==> src/rtl/pms_pkg.sv <==
package pms_pkg;
  typedef enum logic [1:0] {
    M_NORMAL = 2'd0,
    M_IDLE   = 2'd1,
    M_PDOWN  = 2'd2,
    M_WAKE   = 2'd3
  } pmode_e;

  localparam int AW = 3;
  localparam logic [AW-1:0] A_CTRL = 3'd0;
  localparam logic [AW-1:0] A_IDLE = 3'd1;
  localparam logic [AW-1:0] A_PD   = 3'd2;
  localparam logic [AW-1:0] A_FLAG = 3'd3;
  localparam logic [AW-1:0] A_KEY  = 3'd4;

  localparam int PDEN_BIT     = 7;
  localparam int WDT_FLAG_BIT = 8;

  localparam logic [7:0] KEY0 = 8'hA5;
  localparam logic [7:0] KEY1 = 8'h3C;
  localparam logic [7:0] KEY2 = 8'hC3;
endpackage

==> src/rtl/pms_regs.sv <==
module pms_regs
  import pms_pkg::*;
#(
  parameter int NDOM  = 8,
  parameter int NFLAG = 9,
  parameter int DW    = 16,
  parameter logic [NDOM-1:0] IDLE_RST = 8'h7E,
  parameter logic [NDOM-1:0] PD_RST   = 8'h70
) (
  input  logic            clk,
  input  logic            rst,
  input  logic            wr_en,
  input  logic [AW-1:0]   wr_addr,
  input  logic [DW-1:0]   wr_data,
  input  logic [AW-1:0]   rd_addr,
  input  logic [NFLAG-1:0] wk_evt,
  input  logic            pden_clr,
  output logic [DW-1:0]   rd_data,
  output logic            pden,
  output logic [NDOM-1:0] idle_keep,
  output logic [NDOM-1:0] pd_keep,
  output logic            flag_any
);
  logic [NFLAG-1:0] flag_q;
  logic [1:0]       key_step_q;
  logic             unlocked_q;
  logic [DW-1:0]    rd_mux;

  logic wr_ctrl, wr_idle, wr_pd, wr_flag, wr_key, prot_wr;
  assign wr_ctrl = wr_en && (wr_addr == A_CTRL);
  assign wr_idle = wr_en && (wr_addr == A_IDLE);
  assign wr_pd   = wr_en && (wr_addr == A_PD);
  assign wr_flag = wr_en && (wr_addr == A_FLAG);
  assign wr_key  = wr_en && (wr_addr == A_KEY);
  assign prot_wr = wr_flag && wr_data[WDT_FLAG_BIT];

  always_ff @(posedge clk) begin
    if (rst) begin
      pden      <= 1'b0;
      idle_keep <= IDLE_RST;
      pd_keep   <= PD_RST;
    end else begin
      if (pden_clr)     pden <= 1'b0;
      else if (wr_ctrl) pden <= wr_data[PDEN_BIT];
      if (wr_idle) idle_keep <= wr_data[NDOM-1:0];
      if (wr_pd)   pd_keep   <= wr_data[NDOM-1:0];
    end
  end

  // unlock key sequence
  always_ff @(posedge clk) begin
    if (rst) begin
      key_step_q <= 2'd0;
      unlocked_q <= 1'b0;
    end else begin
      if (wr_key) begin
        case (key_step_q)
          2'd0:    key_step_q <= (wr_data == DW'(KEY0)) ? 2'd1 : 2'd0;
          2'd1:    key_step_q <= (wr_data == DW'(KEY1)) ? 2'd2 :
                                 (wr_data == DW'(KEY0)) ? 2'd1 : 2'd0;
          default: key_step_q <= 2'd0;
        endcase
      end
      if (prot_wr)
        unlocked_q <= 1'b0;
      else if (wr_key && key_step_q == 2'd2 && wr_data == DW'(KEY2))
        unlocked_q <= 1'b1;
    end
  end

  // sticky wake flags, write-1-to-clear, set wins
  for (genvar i = 0; i < NFLAG; i++) begin : g_flag
    localparam bit IS_WDT = (i == WDT_FLAG_BIT);
    logic clr;
    assign clr = wr_flag && wr_data[i] && (!IS_WDT || unlocked_q);
    always_ff @(posedge clk) begin
      if (rst) flag_q[i] <= 1'b0;
      else     flag_q[i] <= wk_evt[i] | (flag_q[i] & ~clr);
    end
  end

  assign flag_any = |flag_q;

  always_comb begin
    case (rd_addr)
      A_CTRL:  rd_mux = DW'(pden) << PDEN_BIT;
      A_IDLE:  rd_mux = DW'(idle_keep);
      A_PD:    rd_mux = DW'(pd_keep);
      A_FLAG:  rd_mux = DW'(flag_q);
      A_KEY:   rd_mux = DW'(unlocked_q);
      default: rd_mux = '0;
    endcase
  end

  always_ff @(posedge clk) begin
    if (rst) rd_data <= '0;
    else     rd_data <= rd_mux;
  end
endmodule

==> src/rtl/pms_fsm.sv <==
module pms_fsm
  import pms_pkg::*;
#(
  parameter int WAKE_CYC = 16
) (
  input  logic   clk,
  input  logic   rst,
  input  logic   wfi,
  input  logic   irq,
  input  logic   pden,
  input  logic   flag_any,
  input  logic   wake_any,
  output pmode_e state_d,
  output logic   pden_clr
);
  localparam int CW = $clog2(WAKE_CYC + 1);

  pmode_e        state_q;
  logic [CW-1:0] cnt_q;

  always_comb begin
    state_d = state_q;
    case (state_q)
      M_NORMAL: if (wfi) state_d = (pden && !flag_any) ? M_PDOWN : M_IDLE;
      M_IDLE:   if (irq) state_d = M_NORMAL;
      M_PDOWN:  if (wake_any) state_d = M_WAKE;
      M_WAKE:   if (cnt_q == '0) state_d = M_NORMAL;
      default:  state_d = M_NORMAL;
    endcase
  end

  assign pden_clr = (state_q == M_WAKE) && (cnt_q == '0);

  always_ff @(posedge clk) begin
    if (rst) begin
      state_q <= M_NORMAL;
      cnt_q   <= '0;
    end else begin
      state_q <= state_d;
      if (state_q == M_PDOWN && wake_any)
        cnt_q <= CW'(WAKE_CYC - 1);
      else if (state_q == M_WAKE && cnt_q != '0)
        cnt_q <= cnt_q - 1'b1;
    end
  end
endmodule

==> src/rtl/pms_gate.sv <==
module pms_gate
  import pms_pkg::*;
#(
  parameter int NDOM = 8,
  parameter logic [NDOM-1:0] IDLE_ALLOW = 8'h7E,
  parameter logic [NDOM-1:0] PD_ALLOW   = 8'h70
) (
  input  logic            clk,
  input  logic            rst,
  input  pmode_e          mode_d,
  input  logic [NDOM-1:0] idle_keep,
  input  logic [NDOM-1:0] pd_keep,
  output logic [NDOM-1:0] clk_en,
  output logic            core_on,
  output pmode_e          mode_q
);
  logic run_m, idle_m, low_m;
  assign run_m  = (mode_d == M_NORMAL);
  assign idle_m = (mode_d == M_IDLE);
  assign low_m  = (mode_d == M_PDOWN) || (mode_d == M_WAKE);

  for (genvar i = 0; i < NDOM; i++) begin : g_dom
    always_ff @(posedge clk) begin
      if (rst) clk_en[i] <= 1'b1;
      else     clk_en[i] <= run_m
                          | (idle_m & idle_keep[i] & IDLE_ALLOW[i])
                          | (low_m  & pd_keep[i]   & PD_ALLOW[i]);
    end
  end

  always_ff @(posedge clk) begin
    if (rst) begin
      core_on <= 1'b1;
      mode_q  <= M_NORMAL;
    end else begin
      core_on <= (mode_d != M_PDOWN);
      mode_q  <= mode_d;
    end
  end
endmodule

==> src/rtl/pwr_mode_seq.sv <==
module pwr_mode_seq
  import pms_pkg::*;
#(
  parameter int NDOM     = 8,
  parameter int NFLAG    = 9,
  parameter int DW       = 16,
  parameter int WAKE_CYC = 16,
  parameter logic [NDOM-1:0] IDLE_ALLOW = 8'h7E,
  parameter logic [NDOM-1:0] PD_ALLOW   = 8'h70,
  parameter logic [NDOM-1:0] IDLE_RST   = 8'h7E,
  parameter logic [NDOM-1:0] PD_RST     = 8'h70
) (
  input  logic             clk,
  input  logic             rst,
  input  logic             wfi_i,
  input  logic             irq_i,
  input  logic [NFLAG-1:0] wk_evt_i,
  input  logic             wr_en_i,
  input  logic [2:0]       wr_addr_i,
  input  logic [DW-1:0]    wr_data_i,
  input  logic [2:0]       rd_addr_i,
  output logic [DW-1:0]    rd_data_o,
  output logic [NDOM-1:0]  clk_en_o,
  output logic             core_ldo_en_o,
  output logic [1:0]       mode_o
);
  logic            pden, pden_clr, flag_any;
  logic [NDOM-1:0] idle_keep, pd_keep;
  pmode_e          state_d, mode_q;

  pms_regs #(
    .NDOM(NDOM), .NFLAG(NFLAG), .DW(DW),
    .IDLE_RST(IDLE_RST), .PD_RST(PD_RST)
  ) u_regs (
    .clk(clk), .rst(rst),
    .wr_en(wr_en_i), .wr_addr(wr_addr_i), .wr_data(wr_data_i),
    .rd_addr(rd_addr_i), .wk_evt(wk_evt_i), .pden_clr(pden_clr),
    .rd_data(rd_data_o), .pden(pden),
    .idle_keep(idle_keep), .pd_keep(pd_keep), .flag_any(flag_any)
  );

  pms_fsm #(.WAKE_CYC(WAKE_CYC)) u_fsm (
    .clk(clk), .rst(rst),
    .wfi(wfi_i), .irq(irq_i), .pden(pden),
    .flag_any(flag_any), .wake_any(|wk_evt_i),
    .state_d(state_d), .pden_clr(pden_clr)
  );

  pms_gate #(
    .NDOM(NDOM), .IDLE_ALLOW(IDLE_ALLOW), .PD_ALLOW(PD_ALLOW)
  ) u_gate (
    .clk(clk), .rst(rst), .mode_d(state_d),
    .idle_keep(idle_keep), .pd_keep(pd_keep),
    .clk_en(clk_en_o), .core_on(core_ldo_en_o), .mode_q(mode_q)
  );

  assign mode_o = mode_q;
endmodule

==> config.mk <==
export PLATFORM = sky130hd
export DESIGN_NAME = pwr_mode_seq
export DESIGN_NICKNAME = d
export VERILOG_FILES = /design/src/rtl/pms_pkg.sv /design/src/rtl/pms_regs.sv /design/src/rtl/pms_fsm.sv /design/src/rtl/pms_gate.sv /design/src/rtl/pwr_mode_seq.sv
export SDC_FILE = /design/constraint.sdc
export NUM_CORES = 1
export LEC_CHECK = 0
export BUFFER_PORTS_ARGS = -buffer_cell sky130_fd_sc_hd__buf_2
export CAP_MARGIN = 10
export CORE_ASPECT_RATIO = 2
export CORE_MARGIN = 2
export CORE_UTILIZATION = 55
export DETAILED_ROUTE_END_ITERATION = 10
export PLACE_DENSITY = 0.83
export SLEW_MARGIN = 20
export SYNTH_ARGS = -nofsm -noshare
export SYNTH_HDL_FRONTEND = slang
export SYNTH_SLANG_ARGS = --single-unit
export TNS_END_PERCENT = 20
==> constraint.sdc <==
create_clock -name clk -period 2.5 [get_ports clk]
set_input_delay 0.125 -clock clk [delete_from_list [all_inputs] [get_ports clk]]
set_output_delay 0.125 -clock clk [all_outputs]
set_load 0.03 [all_outputs]
==> metrics <==
Post-synth EDFFs 0; mux cell area share after synthesis under 10%; Seq. cell area around 1100 um2; Initial DRC Count 54; Slew @ Worst Pin a little over 0.8 ns; final core occ around 65%; vias in the first global route between 1500 and 2000; final setup vio count 0; Final min period roughly 1.8 ns; Reg-to-Reg Start u_fsm.cnt_q[0]; gpl congestion 0.826; Post-Synth XOR/XNOR Area between 1 and 1.5%; Top FF cell, synth dfxtp_1; pwr dens between 500 and 600 nW/um2; Buf/Inv on CP 1; Initial Utilization between 50 and 60%; Worst Path Class, Setup reg2reg; fraction of synthesis flops using an asynchronous set or reset pin 0%; Setup TNS Final 0 ns; fin. max-slew vios 0; CTS tree yes; drt drc 0; max_cap viols 0; area of the multi-input gates between 1000 and 1500 um2; Die ar. approximately 4900 um2; CTS root buf clkbuf_8; Netlist Area Pre-Place roughly 2400 um2; CP startpoint kind flip-flop; post-route clock period utilization 72.8%; Mapped Cells 263; Critical Path RT 2.71 ns; Worst Skew 0.0138 ns; Reg2Reg Depth 6; Seq cells post-synth 53; Routed WL per cell ~15 um; # placed instances 358; die width between 50 and 60 um; hpwl dp just over 4000 um; Num Clock Sinks 53; Antenna diodes 0; Crit path largest cell delay approximately 0.6 ns; top-count cell post-synth dfxtp_1; Final Power between 0.0015 and 0.002 W; die height between 90 and 100 um; busiest grt layer met2; static leakage 1.10 nW; min-delay src wr_data_i[8]; FF-to-FF setup slack a little under 0.7 ns; Synth Area in Compound Gates between 10% and 20%; Cell variety after synth 52; met3 Track Usage GR roughly 4%; Synth warnings 0; Rel. slew slack about 45%; DRT Wirelength around 5300 um; Vias/cell roughly 5.7; Min-Delay Path Class in2reg; Simple-Gate Fraction of Synth Area 25.6%; first-pass GRT wire length ~8700 um; largest family of logic cells by synthesized area simple AND/OR/NAND/NOR gates; Core Area between 4000 and 5000 um2; CP top delay family simple AND/OR/NAND/NOR gates; postcts setup bufs 0; Detail Route Antenna Nets 0; Pre-Repair DR Iteration Count 4; GRT Residual Overflow 0; Post-CTS Hold Buffers 0; synth top area cells dfxtp_1 (44%), nand2_1 (5.2%), nor2_1 (5.0%); Peak VDD IR 523 uV; IO buf count 55; Crit-path slowest cell or4b_1; deepest clock path buffer count 2; met1 usage in global routing roughly a quarter; end of the worst register-to-register path u_gate.clk_en[4]; post-synthesis sequential area ratio approximately 44%; H-tree depth 2; Post-Syn Area per Cell approximately 9 um2; Post-CTS Resized 0; share of the synthesized area in the top cell type between 40% and 50%; I/O pin cnt 63; largest net degree at the start of global routing 53; fill count between 300 and 400; Critical Path AT between 2 and 2.5 ns; Layout Nets roughly 350; area grow syn2layout 14.8%; clk slew on worst S/H paths approximately 0.1 ns; status complete, no violations; clk_lat worst skew 0.32 ns; CP Max Fanout 8; via count approximately 2100; initial antenna violation count 0; Overall Global Routing Usage a little under a quarter; Final Hold Vio Count 0; Post-Layout Cell Count 366; CTS buffer count 5; top cell type by total area after synthesis dfxtp_1; floorplan row count 34; share of layout cells above drive strength 1 slightly below 30%; Post-synth top cells dfxtp_1 (53), nand2_1 (33), nor2_1 (32); M2 GR Usage a little under two fifths; Max Freq between 0.5 and 0.6 GHz; CP Cell Sequence inv_1, ha_1, or4b_1, o21ai_4, o211ai_1, o32a_2; Crit. End Element flip-flop; RSZ-0062 raised after global routing false; area share of fa/ha/maj cells after synthesis 1.04%; hold endpoint u_regs.unlocked_q; Worst Hold Depth 2
-- final cells by class --
| class | instances | share of cell area, % |
|---|---|---|
| timing repair buffer | 56 | 10.3 |
| tap | 54 | 2.46 |
| clock buffer | 5 | 2.50 |
| clock inverter | 3 | 0.910 |
| inverter | 4 | 0.546 |
| sequential | 53 | 38.6 |
| multi-input combinational | 191 | 44.7 |
-- stage by stage --
| step | setup WS, ns | hold slack, ns | cell area, um2 |
|---|---|---|---|
| 5_1_grt | 0.536 | 0.0359 | 2750 |
| 3_3_place_gp | 0.750 | 0.341 | 2660 |
| 4_1_cts | 0.684 | 0.0135 | 2750 |
| 6_report | 0.680 | 0.0182 | 2750 |
| 3_5_place_dp | 0.699 | 0.347 | 2660 |
| 2_1_floorplan | 0.843 | 0.222 | 2420 |
-- state kept, by name (all words and copies together) (netlist names) --
| register | cells |
|---|---|
| u_fsm.cnt_q | 5 |
| u_gate.clk_en | 7 |
| u_gate.core_on | 1 |
| u_gate.mode_q | 2 |
| u_regs.flag_q | 9 |
| u_regs.idle_keep | 8 |
| u_regs.key_step_q | 2 |
| u_regs.pd_keep | 8 |
| u_regs.pden | 1 |
| u_regs.rd_data | 9 |
| u_regs.unlocked_q | 1 |
-- cell usage in the layout (no fill, tap or decap), types with 3 or more instances in the layout --
cell	n
clkbuf_8	5
o22a_2	3
inv_1	4
a211o_1	3
nor2b_1	6
a21oi_1	17
buf_2	55
mux2_2	7
nor4_1	4
nand3b_1	7
o32a_2	4
nand3_1	9
o211ai_1	3
nor2_1	32
or2_2	4
nand2_1	33
conb_1	7
mux2i_1	6
dfxtp_1	53
a22oi_1	7
nor3_1	5
-- kinds of logic (layout without fill, tap and decap cells) --
family,after synthesis,in the layout
buffers and inverters,25,68
flip-flops,53,53
XOR/XNOR,4,4
adder cells (fa/ha/maj),2,2
AND/OR/NAND/NOR,118,118
multiplexers,14,14
other,1,7
AO/OA/AOI/OAI,46,46
-- how the worst max path moves through the flow --
stage,startpoint,end,slack [ns],depth (start not counted)
6_report,u_fsm.cnt_q[0],u_gate.clk_en[4],0.68,6
4_1_cts,u_fsm.cnt_q[0],u_fsm.cnt_q[1],0.68,6
3_3_place_gp,u_fsm.cnt_q[0],u_gate.clk_en[5],0.75,6
5_1_grt,u_fsm.cnt_q[0],u_fsm.cnt_q[1],0.54,6
2_1_floorplan,u_fsm.cnt_q[0],u_gate.clk_en[4],0.84,7
3_5_place_dp,u_fsm.cnt_q[0],u_fsm.cnt_q[1],0.70,6
-- power breakdown --
part,switching (W),internal [W],leakage [nW]
combinational,0.000120,0.0000748,0.620
clock,0.000298,0.000203,0.0447
sequential,0.0000194,0.000871,0.433
-- metal layers --
metal | up-vias | share of wire [%]
li1 | 1007 | -
met1 | 994 | 41
met2 | 74 | 49
met3 | 17 | 5.1
met4 | 0 | 4.3
met5 | - | 0
(Power assumes the default switching activity.)
